[config.mk]
export PLATFORM = sky130hd
export DESIGN_NAME = sensor_page_seq
export DESIGN_NICKNAME = d
export VERILOG_FILES = /design/src/rtl/sensor_page_seq_pkg.sv /design/src/rtl/sps_ctrl.sv /design/src/rtl/sps_dp.sv /design/src/rtl/sps_mclk_div.sv /design/src/rtl/sensor_page_seq.sv
export SDC_FILE = /design/constraint.sdc
export NUM_CORES = 1
export LEC_CHECK = 0
export ABC_AREA = 0
export ABC_CLOCK_PERIOD_IN_PS = 3450
export BUFFER_PORTS_ARGS = -buffer_cell sky130_fd_sc_hd__buf_2
export CORE_AREA = 2 2 108 110
export CTS_CLUSTER_SIZE = 14
export DETAILED_ROUTE_END_ITERATION = 12
export DIE_AREA = 0 0 110 112
export MAX_ROUTING_LAYER = met4
export SYNTH_ARGS = -nofsm -noshare
export SYNTH_HDL_FRONTEND = slang
export SYNTH_SLANG_ARGS = --single-unit
[constraint.sdc]
create_clock -name clk -period 3.45 [get_ports clk]
set_clock_uncertainty 0.05 [all_clocks]
set_input_delay 0.1725 -clock clk [delete_from_list [all_inputs] [get_ports clk]]
set_output_delay 0.1725 -clock clk [all_outputs]
set_load 0.01 [all_outputs]
[src/rtl/sensor_page_seq_pkg.sv]
package sensor_page_seq_pkg;
  localparam int BYTE_W = 8;
  localparam int WORD_W = 2 * BYTE_W;
  localparam int NUM_STEPS = 4;
  localparam int STEP_W = $clog2(NUM_STEPS);
  localparam logic [BYTE_W-1:0] PAGE_HI_REG = 8'hF0;
  localparam logic [BYTE_W-1:0] LOW_ALIAS_REG = 8'hF1;

  typedef enum logic [1:0] {ST_IDLE, ST_BUSY, ST_FIN} seqState_t;

  typedef struct packed {
    logic              load;
    logic              capHi;
    logic              capLo;
    logic [STEP_W-1:0] step;
  } dpCtl_t;
endpackage

[src/rtl/sps_ctrl.sv]
module sps_ctrl
  import sensor_page_seq_pkg::*;
(
  input  logic   clk,
  input  logic   rst,
  input  logic   cmdValid,
  input  logic   bxAck,
  input  logic   bxNack,
  output logic   cmdReady,
  output logic   bxReq,
  output logic   doneOut,
  output logic   errOut,
  output dpCtl_t ctl
);
  localparam logic [STEP_W-1:0] LAST_STEP = STEP_W'(NUM_STEPS - 1);
  localparam logic [STEP_W-1:0] HI_STEP   = STEP_W'(NUM_STEPS - 2);

  seqState_t         stateQ;
  logic [STEP_W-1:0] stepQ;
  logic              errQ;
  logic              goodAck;

  assign goodAck = (stateQ == ST_BUSY) && bxAck && !bxNack;

  always_ff @(posedge clk) begin
    if (rst) begin
      stateQ <= ST_IDLE;
      stepQ  <= '0;
      errQ   <= 1'b0;
    end else begin
      case (stateQ)
        ST_IDLE: if (cmdValid) begin
          stateQ <= ST_BUSY;
          stepQ  <= '0;
          errQ   <= 1'b0;
        end
        ST_BUSY: if (bxAck) begin
          if (bxNack) begin
            stateQ <= ST_FIN;
            errQ   <= 1'b1;
          end else if (stepQ == LAST_STEP) begin
            stateQ <= ST_FIN;
          end else begin
            stepQ <= stepQ + 1'b1;
          end
        end
        default: stateQ <= ST_IDLE;
      endcase
    end
  end

  assign cmdReady  = (stateQ == ST_IDLE);
  assign bxReq     = (stateQ == ST_BUSY);
  assign doneOut   = (stateQ == ST_FIN);
  assign errOut    = errQ;
  assign ctl.load  = cmdReady && cmdValid;
  assign ctl.capHi = goodAck && (stepQ == HI_STEP);
  assign ctl.capLo = goodAck && (stepQ == LAST_STEP);
  assign ctl.step  = stepQ;
endmodule

[src/rtl/sps_dp.sv]
module sps_dp
  import sensor_page_seq_pkg::*;
(
  input  logic              clk,
  input  logic              rst,
  input  dpCtl_t            ctl,
  input  logic              cmdWrite,
  input  logic [WORD_W-1:0] cmdPage,
  input  logic [BYTE_W-1:0] cmdReg,
  input  logic [WORD_W-1:0] cmdWdata,
  input  logic [BYTE_W-1:0] bxRdata,
  output logic              bxWrite,
  output logic [BYTE_W-1:0] bxAddr,
  output logic [BYTE_W-1:0] bxWdata,
  output logic [WORD_W-1:0] rdData
);
  logic              isWriteQ;
  logic [WORD_W-1:0] pageQ;
  logic [WORD_W-1:0] wdataQ;
  logic [BYTE_W-1:0] regQ;
  logic [BYTE_W-1:0] hiQ;
  logic [BYTE_W-1:0] loQ;

  always_ff @(posedge clk) begin
    if (rst) begin
      isWriteQ <= 1'b0;
      pageQ    <= '0;
      wdataQ   <= '0;
      regQ     <= '0;
      hiQ      <= '0;
      loQ      <= '0;
    end else if (ctl.load) begin
      isWriteQ <= cmdWrite;
      pageQ    <= cmdPage;
      wdataQ   <= cmdWrite ? cmdWdata : '0;
      regQ     <= cmdReg;
      hiQ      <= '0;
      loQ      <= '0;
    end else begin
      if (ctl.capHi && !isWriteQ) hiQ <= bxRdata;
      if (ctl.capLo && !isWriteQ) loQ <= bxRdata;
    end
  end

  always_comb begin
    case (ctl.step)
      2'd0: begin
        bxAddr  = PAGE_HI_REG;
        bxWdata = pageQ[WORD_W-1:BYTE_W];
        bxWrite = 1'b1;
      end
      2'd1: begin
        bxAddr  = LOW_ALIAS_REG;
        bxWdata = pageQ[BYTE_W-1:0];
        bxWrite = 1'b1;
      end
      2'd2: begin
        bxAddr  = regQ;
        bxWdata = wdataQ[WORD_W-1:BYTE_W];
        bxWrite = isWriteQ;
      end
      default: begin
        bxAddr  = LOW_ALIAS_REG;
        bxWdata = wdataQ[BYTE_W-1:0];
        bxWrite = isWriteQ;
      end
    endcase
  end

  assign rdData = {hiQ, loQ};
endmodule

[src/rtl/sps_mclk_div.sv]
module sps_mclk_div #(
  parameter int SYS_CLK_HZ = 100_000_000,
  parameter int MCLK_HZ    = 25_000_000
) (
  input  logic clk,
  input  logic rst,
  output logic mclk
);
  localparam int RATIO = SYS_CLK_HZ / (2 * MCLK_HZ);
  localparam int HALF  = (RATIO < 1) ? 1 : RATIO;
  localparam int CW    = (HALF > 1) ? $clog2(HALF) : 1;

  logic [CW-1:0] cntQ;

  always_ff @(posedge clk) begin
    if (rst) begin
      cntQ <= '0;
      mclk <= 1'b0;
    end else if (cntQ == CW'(HALF - 1)) begin
      cntQ <= '0;
      mclk <= ~mclk;
    end else begin
      cntQ <= cntQ + 1'b1;
    end
  end
endmodule

[src/rtl/sensor_page_seq.sv]
module sensor_page_seq
  import sensor_page_seq_pkg::*;
#(
  parameter logic [6:0] DEV_ADDR   = 7'h48,
  parameter int         SYS_CLK_HZ = 100_000_000,
  parameter int         MCLK_HZ    = 25_000_000
) (
  input  logic        clk,
  input  logic        rst,
  input  logic        cmd_valid,
  output logic        cmd_ready,
  input  logic        cmd_write,
  input  logic [15:0] cmd_page,
  input  logic [7:0]  cmd_reg,
  input  logic [15:0] cmd_wdata,
  output logic        done,
  output logic        err,
  output logic [15:0] rd_data,
  output logic        bx_req,
  input  logic        bx_ack,
  input  logic        bx_nack,
  output logic        bx_write,
  output logic [6:0]  bx_dev,
  output logic [7:0]  bx_addr,
  output logic [7:0]  bx_wdata,
  input  logic [7:0]  bx_rdata,
  output logic        mclk_out
);
  dpCtl_t ctl;

  sps_ctrl ctrl_i (
    .clk(clk), .rst(rst), .cmdValid(cmd_valid), .bxAck(bx_ack), .bxNack(bx_nack),
    .cmdReady(cmd_ready), .bxReq(bx_req), .doneOut(done), .errOut(err), .ctl(ctl)
  );

  sps_dp dp_i (
    .clk(clk), .rst(rst), .ctl(ctl), .cmdWrite(cmd_write), .cmdPage(cmd_page),
    .cmdReg(cmd_reg), .cmdWdata(cmd_wdata), .bxRdata(bx_rdata),
    .bxWrite(bx_write), .bxAddr(bx_addr), .bxWdata(bx_wdata), .rdData(rd_data)
  );

  sps_mclk_div #(.SYS_CLK_HZ(SYS_CLK_HZ), .MCLK_HZ(MCLK_HZ)) mclk_i (
    .clk(clk), .rst(rst), .mclk(mclk_out)
  );

  assign bx_dev = DEV_ADDR;
endmodule

# Word level (Yosys, flattened, before mapping)
# Index checks and enable logic that the tools add are counted.
dict set report totals {
  ff_bits 64
  inputBits 54
  output_inout_bits 45
}
dict set report classes {
  add_sub_neg 2
  n_eq_ne 11
  n_mux 18
  n_bitwise 1
  reduce_logical 18
}
# op count
set op_table {}
lappend op_table {{$pmux 8 s3} 1}
lappend op_table {{$mux 16} 1}
lappend op_table {{$mux 2} 8}
lappend op_table {{$pmux 8 s2} 1}
lappend op_table {{$pmux 2 s2} 2}
lappend op_table {{$logic_and 1x1->1} 7}
lappend op_table {{$eq 2x2->1 const B} 3}
lappend op_table {{$ne 2x2->1 const B} 3}
lappend op_table {{$reduce_or 2->1} 3}
lappend op_table {{$reduce_and 5->1} 1}
lappend op_table {{$eq 2x1->1 const B} 2}
lappend op_table {{$logic_not 2->1} 2}
lappend op_table {{$mux 1} 4}
lappend op_table {{$ne 2x1->1 const B} 2}
lappend op_table {{$reduce_and 4->1} 1}
lappend op_table {{$ne 3x1->1 const B} 1}
lappend op_table {{$reduce_and 3->1} 1}
lappend op_table {{$add 2x1->2 const B} 1}
lappend op_table {{$logic_not 1->1} 2}
lappend op_table {{$pmux 1 s2} 1}
lappend op_table {{$reduce_bool 2->1} 1}
lappend op_table {{$add 1x1->1 const B} 1}
lappend op_table {{$not 1->1} 1}

# Logic depth before layout (Yosys ltp)
# Gate-level depths: netlist of the first run.
dict set report logic_depth {
  depth_word 5
  mapped_depth 6
  ltp_nobuf 5
}

# Modules after synthesis
# A second synthesis of the first run with hierarchy kept.
dict set report hier_totals {
  cells_unflattened 259
  area_unflattened_um2 2765.2
}
# mod n_inst cells_each area_each_um2
set modules_own_cells {}
lappend modules_own_cells {sps_dp 1 211 2344.7}
lappend modules_own_cells {sps_ctrl 1 34 304.0}
lappend modules_own_cells {sensor_page_seq 1 9 60.1}
lappend modules_own_cells {sps_mclk_div 1 5 56.3}

# Worst setup path before layout of the first run
# OpenSTA, ideal clock, no wires.
dict set report synth_path {
  path_type {flip-flop to output port}
  from {register ctrl_i.stepQ[0]}
  to {output port bx_wdata[0]}
  t_arrival_ps 1340
  required_time_ps 3227
  path_slack_ps 1888
  path_stages_with_launch 6
  path_cell_list {dfxtp_1 -> inv_1 -> ha_1 -> clkbuf_1 -> a222oi_1 -> mux2i_1}
}
dict set report synth_via {
  elab_chain_len 2
  elab_cells_between_ends 4
  cone_classes {eq/ne: 2; mux: 1; reduce/logical: 1}
}
# item line
set synth_lines {}
lappend synth_lines {{start, declared} sps_ctrl.sv:19} ;# logic [STEP_W-1:0] stepQ;
lappend synth_lines {{start signal, assigned} sps_ctrl.sv:44} ;# stepQ <= stepQ + 1'b1;
lappend synth_lines {{$eq 2x2->1, or another cell as far along} sps_dp.sv:46} ;# case (ctl.step)
lappend synth_lines {{$pmux 8 s3 *} sps_dp.sv:46}
lappend synth_lines {{end, declared} sensor_page_seq.sv:25} ;# output logic [7:0] bx_wdata,
# Mark *: on every way between the ends. The rest lies on a longest branch, timed or not.

# Worst setup path after layout of the first run
dict set report layout_path {
  from {register ctrl_i.stepQ[0]}
  to {output port bx_wdata[7]}
}
# Same word-level chain as after synthesis.

==> results by group, run 1 <==
Clock tree
  • Cts bufs inserted: 9
  • Post-CTS sizing: 0
  • CTS clock-pin slew for the worst setup and hold paths: 0.06 ns
  • Maximum root-to-sink buffer count: 2
  • CTS Root Cell: clkbuf_16
  • H-tree depth: 3
  • CTS tree: done
  • Clock sinks: 64
  • Clock Latency Late Sink: 0.33 ns

Worst setup path
  • Max stage delay on crit path: 0.56 ns
  • Crit path depth: 5
  • CP Max Fanout: 15
  • FF-to-FF End: dp_i.wdataQ[11]
  • Slowest cell on the critical path: a222oi_1
  • CP required: 3.23 ns
  • Worst path bufs/invs: 2
  • CP cell instances: inv_1 > ha_1 > a222oi_1 > mux2i_1 > buf_2
  • R2R Setup Slk: 1.10 ns
  • R2R cell count: 3
  • Worst Path Arrival: 2.16 ns
  • CP Launch Type: flip-flop
  • R2R Path Start: ctrl_i.stateQ[1]
  • CP endpoint: bx_wdata[7]
  • CP startpoint: ctrl_i.stepQ[0]
  • Critical path class: reg -> out
  • CP endpoint kind: primary output
  • Worst path top cell family by delay: compound AO/OA/AOI/OAI gates

Global routing
  • GR Util met1: 0.161
  • M3 GR Usage: 0.0410
  • GRT Total Usage: 0.137
  • Vias in the first global route: 2474
  • Total congestion overflow: 0
  • GR met2 Demand/Resource: 0.210
  • Initial antenna violation count: 0
  • Pin count of the biggest net entering global routing: 36
  • Gr busiest metal: met2
  • First-pass GRT wire length: 12400 µm

STA
  • Slew headroom: 0.168
  • RSZ-0062 raised after global routing: no
  • Tmin final: 2.38 ns
  • Worst-margin pin slew: 1.24 ns
  • Achievable clock frequency: 0.420 GHz
  • Fin Setup TNS: 0 ns
  • # setup viols final: 0
  • Final Hold Vio Count: 0
  • Slew Viols, Final: 0
  • Tcrit/Tclk final: 0.691

Yosys
  • Mapped cell area: 2720 µm²
  • Register bit total from synthesis: 64
  • Syn Area/Cell: 8.69 µm²
  • Ys Warns: 0
  • Count of different cell masters after synthesis: 36
  • Register area share after synthesis: 0.471
  • Cells after synthesis: 313

Final layout
  • Non-filler cells, final: 543
  • Footprint of the multi-input gates: 1250 µm²
  • Layout fillers: 1208
  • Area Overhead vs Synth: 33.2%
  • Storage cell area: 1280 µm²
  • Fraction of layout cells with a size suffix above 1: 0.280
  • Final nets: 454
  • Most frequent cells in the layout: buf_2, dfxtp_1, nand2_1
  • Inserted Diodes: 0
  • Most common cell after layout, fill and taps aside: buf_2

Route
  • Detailed Route Iter0 Violations: 176
  • DR vias: 2518
  • WL final: 7750 µm
  • Vias/cell: 4.64
  • Post-route ant nets: 0
  • First drt pass iteration count: 4
  • WL/cell: 14.3 µm
  • DRC violations left: 0

Run
  • Maxcap violations: 0

Die
  • Width of the die: 110 µm
  • IO Count: 99
  • Core Footprint: 11200 µm²
  • Cell Rows: 39
  • Die Y: 112 µm
  • Die area: 12300 µm²
  • Starting density of the core: 0.244

Power and ir drop
  • Leakage: 0.00149 µW
  • Worst vdd ir: 228 µV
  • PwrDens: 561 nW/µm²

Placement
  • Hpwl dp: 5540 µm
  • Final GP Congestion: 0.782
  • DP Cell Count: 523
  • IO Port Bufs: 91

Outcome
  • Status: completed

Hold path
  • Min-Delay Path Class: in -> reg
-- registers in the layout (all words and copies together), names as in the netlist --
register	count
dp_i.hiQ	8
ctrl_i.stepQ	2
ctrl_i.errOut	1
dp_i.loQ	8
dp_i.isWriteQ	1
mclk_i.mclk	1
mclk_i.cntQ	1
dp_i.wdataQ	16
dp_i.pageQ	16
dp_i.regQ	8
ctrl_i.stateQ	2
-- where the power goes --
part / internal, µW / switching, µW / leakage, µW
sequential: 770 / 19.7 / 0.000522
clock: 729 / 349 / 0.000169
combinational: 70.9 / 94.3 / 0.000803
-- metrics by stage --
| stage | utilization | area [µm²] | hold slack [ns] | worst slack (ns) | power [µW] |
|---|---|---|---|---|---|
| after global routing | 0.324 | 3620 | 0.000592 | 0.839 | 2110 |
| after CTS | 0.324 | 3620 | 0.000664 | 1.06 | 2060 |
| after global placement | 0.289 | 3230 | 0.337 | 1.16 | 964 |
| after floorplan | - | 2740 | 0.248 | 1.89 | 906 |
| final | 0.324 | 3620 | 0.00785 | 1.07 | 2030 |
| after detailed placement | 0.289 | 3230 | 0.342 | 1.05 | 969 |
-- cell usage after synthesis --
master / instances / area share
nand2_1: 50 / 0.069
a211oi_1: 1 / 0.0028
or2b_1: 2 / 0.0055
nor3b_1: 1 / 0.0028
clkbuf_1: 16 / 0.022
nor4bb_1: 1 / 0.0037
a21o_1: 1 / 0.0028
nand4bb_1: 2 / 0.0083
nand3_1: 16 / 0.029
and2_1: 3 / 0.0069
a22o_1: 16 / 0.051
a31oi_1: 2 / 0.0046
conb_1: 2 / 0.0028
dfxtp_1: 64 / 0.47
xnor2_1: 1 / 0.0032
ha_1: 5 / 0.023
or3_1: 2 / 0.0046
buf_6: 2 / 0.0083
a21oi_1: 42 / 0.077
o21ai_0: 17 / 0.031
nor3_1: 1 / 0.0018
nor3b_4: 1 / 0.0069
clkbuf_2: 1 / 0.0018
nor3b_2: 1 / 0.0046
nor2_1: 5 / 0.0069
inv_1: 13 / 0.018
buf_4: 7 / 0.019
nand3b_1: 1 / 0.0028
a222oi_1: 8 / 0.029
o211ai_1: 1 / 0.0028
or3b_1: 1 / 0.0032
nand2b_1: 8 / 0.018
nor2b_1: 4 / 0.0092
o22ai_1: 1 / 0.0023
buf_2: 5 / 0.0092
mux2i_1: 9 / 0.033
-- timing repair --
action | in CTS | in global routing
hold buffers | 4 | 0
endpoints found under the hold margin | 4 | 0
buffers inserted | 0 | 0
setup endpoints to repair | 0 | 0
-- metal layers --
metal	share of wire	wire length, µm
met1	0.43	3360
met3	0.062	478
met4	0.028	218
met5	0	0
met2	0.48	3690
-- worst min-delay path by stage --
stage | cells past startpoint | endpoint | from | slack, ns
2_1_floorplan | 1 | dp_i.wdataQ[10] | cmd_wdata[10] | 0.25
3_3_place_gp | 2 | dp_i.wdataQ[5] | cmd_wdata[5] | 0.34
3_5_place_dp | 2 | dp_i.wdataQ[5] | cmd_wdata[5] | 0.34
4_1_cts | 2 | dp_i.wdataQ[8] | cmd_wdata[8] | 0.0007
5_1_grt | 2 | dp_i.wdataQ[3] | cmd_wdata[3] | 0.0006
6_report | 2 | dp_i.wdataQ[8] | cmd_wdata[8] | 0.008
-- worst reg2reg max path, cell delays in order (launching register included) --
cell and delay, ns:
dfxtp_1 0.41, or3b_1 0.81, nor3b_4 0.78, a22o_1 0.24
-- final cells by class --
type                            count  area share
Clock buffer                       10      0.0659
Tap cell                          143      0.0494
Timing Repair Buffer               97       0.141
Multi-Input combinational cell    210       0.345
Clock inverter                      6      0.0318
Sequential cell                    64       0.353
Inverter                           13      0.0135
-- cells by family after synthesis --
| family | share of synthesized area |
|---|---|
| AND/OR/NAND/NOR | 0.184 |
| buffers and inverters | 0.0786 |
| flip-flops | 0.471 |
| other | 0.00276 |
| adder cells (fa/ha/maj) | 0.0230 |
| XOR/XNOR | 0.00322 |
| AO/OA/AOI/OAI | 0.205 |
| multiplexers | 0.0331 |
(Power assumes the default switching activity.)
==> run 2: changes to the inputs <==
--- a/config.mk
+++ b/config.mk
@@ -6,7 +6,7 @@
 export NUM_CORES = 1
 export LEC_CHECK = 0
 export ABC_AREA = 0
-export ABC_CLOCK_PERIOD_IN_PS = 3450
+export ABC_CLOCK_PERIOD_IN_PS = 2200
 export BUFFER_PORTS_ARGS = -buffer_cell sky130_fd_sc_hd__buf_2
 export CORE_AREA = 2 2 108 110
 export CTS_CLUSTER_SIZE = 14
==> constraint.sdc (replaced) <==
create_clock -name clk -period 2.2 [get_ports clk]
set_clock_uncertainty 0.05 [all_clocks]
set_input_delay 0.11 -clock clk [delete_from_list [all_inputs] [get_ports clk]]
set_output_delay 0.11 -clock clk [all_outputs]
set_load 0.01 [all_outputs]
==> results by group, run 2 (synthesis gave the netlist of run 1 again) <==
Outcome
  • Status: completed

Route
  • DRC violations left: 0
  • DR vias: 2613
  • First drt pass iteration count: 5
  • Vias/cell: 4.49
  • WL/cell: 14.1 µm
  • WL final: 8180 µm
  • Detailed Route Iter0 Violations: 218
  • Post-route ant nets: 0

Power and ir drop
  • Net Sw Frac: 0.240
  • Leakage: 0.00163 µW
  • Worst vdd ir: 367 µV
  • PwrDens: 746 nW/µm²
  • Sw Pwr: 709 µW
  • Sequential Power Share: 0.419
  • Logic pwr share: 0.108
  • Int Pwr: 2240 µW
  • Clock power frac: 0.473

Clock tree
  • H-tree depth: 3
  • CTS tree: done
  • Maximum root-to-sink buffer count: 2
  • Post-CTS Setup Bufs: 0
  • Clock sinks: 64
  • Clock Latency Late Sink: 0.32 ns
  • Cts bufs inserted: 9
  • CTS Root Cell: clkbuf_16
  • CTS clock-pin slew for the worst setup and hold paths: 0.05 ns

Hold path
  • Hold worst-path end: dp_i.pageQ[11]
  • Min-Delay Path Class: in -> reg
  • Min-Delay Path Depth: 3
  • Worst hold start: cmd_page[11]

Die
  • Core Footprint: 11200 µm²
  • Width of the die: 110 µm
  • Starting density of the core: 0.244
  • Cell Rows: 39
  • Die Y: 112 µm
  • IO Count: 99
  • Die area: 12300 µm²

Worst setup path
  • CP endpoint kind: primary output
  • R2R cell count: 5
  • CP Launch Type: flip-flop
  • Critical path class: reg -> out
  • Worst Path Arrival: 1.94 ns
  • FF-to-FF End: dp_i.hiQ[4]
  • CP Max Fanout: 11
  • R2R Path Start: ctrl_i.stepQ[0]
  • CP required: 2.04 ns
  • R2R Setup Slk: 0.42 ns

Global routing
  • Vias in the first global route: 2667
  • Initial antenna violation count: 0
  • GRT Total Usage: 0.143
  • First-pass GRT wire length: 13200 µm
  • Pin count of the biggest net entering global routing: 35
  • Total congestion overflow: 0

STA
  • RSZ-0062 raised after global routing: no
  • Tcrit/Tclk final: 0.953
  • Final Hold Vio Count: 0
  • Tmin final: 2.10 ns
  • Worst-margin pin slew: 0.783 ns
  • Slew headroom: 0.477
  • Achievable clock frequency: 0.477 GHz
  • Fin Setup TNS: 0 ns
  • Slew Viols, Final: 0
  • # setup viols final: 0

Placement
  • Final GP Congestion: 0.831
  • Hpwl dp: 5640 µm
  • IO Port Bufs: 91
  • DP Cell Count: 528

Final layout
  • Inserted Diodes: 0
  • Fraction of layout cells with a size suffix above 1: 0.273
  • Area Overhead vs Synth: 45.2%
  • Largest registers: dp_i.pageQ: 16 flops, dp_i.wdataQ: 16 flops
  • Storage cell area: 1280 µm²
  • Non-filler cells, final: 582
  • Most frequent cells in the layout: buf_2, dfxtp_1, nand2_1
  • Most common cell after layout, fill and taps aside: buf_2
  • Footprint of the multi-input gates: 1260 µm²
  • Final nets: 493
  • Layout fillers: 1142

Run
  • Maxcap violations: 0
[run 2: worst max path at each step]
stage	from	to	slack, ns
after floorplan	ctrl_i.stateQ[1]	dp_i.wdataQ[10]	0.68
after global placement	ctrl_i.stepQ[0]	dp_i.hiQ[7]	0.35
after global routing	ctrl_i.stepQ[0]	bx_wdata[4]	0.02
after detailed placement	ctrl_i.stepQ[0]	dp_i.hiQ[7]	0.25
final	ctrl_i.stepQ[0]	bx_wdata[2]	0.10
after CTS	ctrl_i.stepQ[0]	bx_wdata[1]	0.10
[run 2: final cells by class]
class / count / share of cell area
sequential: 64 / 0.324
multi-input combinational: 210 / 0.318
timing repair buffer: 136 / 0.225
clock buffer: 9 / 0.0570
tap: 143 / 0.0453
clock inverter: 7 / 0.0180
inverter: 13 / 0.0123
[run 2: what timing repair did]
item	in CTS	in global routing
endpoints found under the setup margin	7	0
hold endpoints to repair	38	0
hold buffers	38	0
resized for setup	2	0
[run 2: per-stage QoR]
stage	hold slack, ns	utilization	total power [µW]	instance area (µm²)	worst slack, ns
floorplan	0.186	-	1420	2740	0.678
global placement	0.273	0.292	1520	3270	0.349
detailed placement	0.275	0.292	1530	3270	0.248
CTS	0.00117	0.353	2990	3950	0.102
global route	0.00668	0.354	3080	3950	0.0154
finish	0.00538	0.354	2950	3950	0.104
[run 2: critical path, cell delays in order, from the launching register on]
cell      delay, ns
dfxtp_1        0.43
inv_1          0.11
ha_2           0.28
a222oi_1       0.48
mux2i_1        0.15
buf_2          0.17
[run 2: power groups by stage]
stage                     clock network, µW  registers, µW  logic (µW)
after floorplan                           0           1250         168
after global placement                    0           1260         262
after detailed placement                  0           1260         266
after CTS                              1430           1240         318
after global routing                   1490           1240         355
final                                  1390           1240         320
[run 2: metal layers]
layer  vias up  GRT usage  part of all wire
met4         0     0.0515            0.0095
met1      1207      0.172              0.45
met5         -          -                 0
met2        84      0.236              0.50
met3         4     0.0252             0.047
li1       1318          -                 -
==> run 3: changes to the inputs <==
--- a/config.mk
+++ b/config.mk
@@ -6,7 +6,7 @@
 export NUM_CORES = 1
 export LEC_CHECK = 0
 export ABC_AREA = 0
-export ABC_CLOCK_PERIOD_IN_PS = 2200
+export ABC_CLOCK_PERIOD_IN_PS = 2600
 export BUFFER_PORTS_ARGS = -buffer_cell sky130_fd_sc_hd__buf_2
 export CORE_AREA = 2 2 108 110
 export CTS_CLUSTER_SIZE = 14
==> constraint.sdc (replaced) <==
create_clock -name clk -period 2.6 [get_ports clk]
set_clock_uncertainty 0.05 [all_clocks]
set_input_delay 0.13 -clock clk [delete_from_list [all_inputs] [get_ports clk]]
set_output_delay 0.13 -clock clk [all_outputs]
set_load 0.01 [all_outputs]
==> results by group, run 3 (synthesis gave the netlist of run 1 again) <==
STA
  • # setup viols final: 0
  • Tcrit/Tclk final: 0.850
  • Hold_ws: 0.00839 ns
  • Fin Setup TNS: 0 ns
  • RSZ-0062 raised after global routing: no
  • Tmin final: 2.21 ns
  • Worst-margin pin slew: 1.24 ns
  • Final Hold Vio Count: 0
  • Achievable clock frequency: 0.452 GHz
  • Slew headroom: 0.172
  • Slew Viols, Final: 0

Clock tree
  • Maximum root-to-sink buffer count: 2
  • Clock Latency Late Sink: 0.32 ns
  • CTS tree: done
  • Cts bufs inserted: 9
  • H-tree depth: 3
  • CTS Root Cell: clkbuf_16
  • Clock sinks: 64
  • Post-CTS sizing: 0
  • CTS clock-pin slew for the worst setup and hold paths: 0.06 ns

Global routing
  • Vias in the first global route: 2578
  • GR Util met1: 0.169
  • Initial antenna violation count: 0
  • Gr busiest metal: met2
  • M3 GR Usage: 0.0299
  • Pin count of the biggest net entering global routing: 35
  • GR met2 Demand/Resource: 0.232
  • Total congestion overflow: 0
  • GRT Total Usage: 0.140
  • First-pass GRT wire length: 12900 µm

Power and ir drop
  • PwrDens: 631 nW/µm²
  • Leakage: 0.00158 µW
  • Worst vdd ir: 232 µV

Final layout
  • Fraction of layout cells with a size suffix above 1: 0.266
  • Final Util: 0.343
  • Area Overhead vs Synth: 40.6%
  • Most frequent cells in the layout: buf_2, dfxtp_1, nand2_1
  • Final nets: 482
  • Non-filler cells, final: 571
  • Largest registers: dp_i.pageQ: 16 flops, dp_i.wdataQ: 16 flops
  • Most common cell after layout, fill and taps aside: buf_2
  • Inserted Diodes: 0

Die
  • Die area: 12300 µm²
  • Core Footprint: 11200 µm²
  • Starting density of the core: 0.244
  • Die Y: 112 µm
  • Width of the die: 110 µm
  • IO Count: 99
  • Cell Rows: 39

Worst setup path
  • R2R Setup Slk: 0.60 ns
  • CP cell instances: inv_1 > ha_1 > a222oi_1 > mux2i_1 > buf_2
  • CP Launch Type: flip-flop
  • FF-to-FF End: dp_i.hiQ[4]
  • CP required: 2.42 ns
  • Worst Path Arrival: 2.03 ns
  • CP Max Fanout: 15
  • R2R Path Start: ctrl_i.stepQ[0]
  • R2R cell count: 5
  • CP startpoint: ctrl_i.stepQ[0]
  • CP endpoint: bx_wdata[7]
  • Critical path class: reg -> out
  • CP endpoint kind: primary output
  • Slowest cell on the critical path: a222oi_1
  • Max stage delay on crit path: 0.49 ns

Route
  • WL/cell: 14.1 µm
  • Post-route ant nets: 0
  • First drt pass iteration count: 5
  • Vias/cell: 4.56
  • WL final: 8030 µm
  • DRC violations left: 0
  • DR vias: 2602
  • Detailed Route Iter0 Violations: 154

Run
  • Maxcap violations: 0

Placement
  • DP Cell Count: 525
  • IO Port Bufs: 91
  • Final GP Congestion: 0.773
  • Hpwl dp: 5600 µm

Hold path
  • Min-Delay Path Depth: 3
  • Min-Delay Path Class: in -> reg

Outcome
  • Status: completed
[run 3: critical path, delay by kind of cell (launching register included)]
| kind | cells | cell delay, ns |
|---|---|---|
| mux | 1 | 0.12 |
| compound gates | 1 | 0.49 |
| fa+ha+maj | 1 | 0.42 |
| flops | 1 | 0.43 |
| buf+inv | 2 | 0.25 |
[run 3: what timing repair did]
item | in CTS | in global routing
endpoints found under the hold margin | 30 | 0
hold buffers | 30 | 0
setup buffers | 0 | 0
[run 3: worst min path at each step]
stage	end	slack (ns)	start
floorplan	dp_i.wdataQ[10]	0.21	cmd_wdata[10]
global placement	dp_i.wdataQ[6]	0.29	cmd_wdata[6]
detailed placement	dp_i.wdataQ[6]	0.30	cmd_wdata[6]
CTS	dp_i.pageQ[5]	0.001	cmd_page[5]
global route	dp_i.pageQ[13]	0.001	cmd_page[13]
finish	dp_i.pageQ[12]	0.008	cmd_page[12]
[run 3: where the power goes]
part	leakage (µW)	switching, µW	internal (µW)	total (µW)
Clock	0.000135	442	671	1110
Combinational	0.000921	132	122	254
Sequential	0.000522	26.8	1020	1050
[run 3: area by class of cell]
cell class                      count  area [µm²]
Fill cell                        1170        7350
Clock buffer                       10         239
Sequential cell                    64        1280
Tap cell                          143         179
Inverter                           13        48.8
Multi-Input combinational cell    210        1250
Clock inverter                      6        42.5
Timing Repair Buffer              125         786
[run 3: layer usage]
metal  wire, µm  vias to the layer above
li1           -                     1291
met1       3530                     1231
met2       4050                       76
met3        392                        4
met4         58                        0
met5          0                        -
[run 3: metrics by stage]
| stage | setup slack (ns) | power, µW | cell area, µm² |
|---|---|---|---|
| after global placement | 0.721 | 1280 | 3250 |
| final | 0.389 | 2420 | 3830 |
| after global routing | 0.243 | 2520 | 3830 |
| after detailed placement | 0.620 | 1290 | 3250 |
| after CTS | 0.351 | 2450 | 3830 |
| after floorplan | 1.08 | 1200 | 2740 |
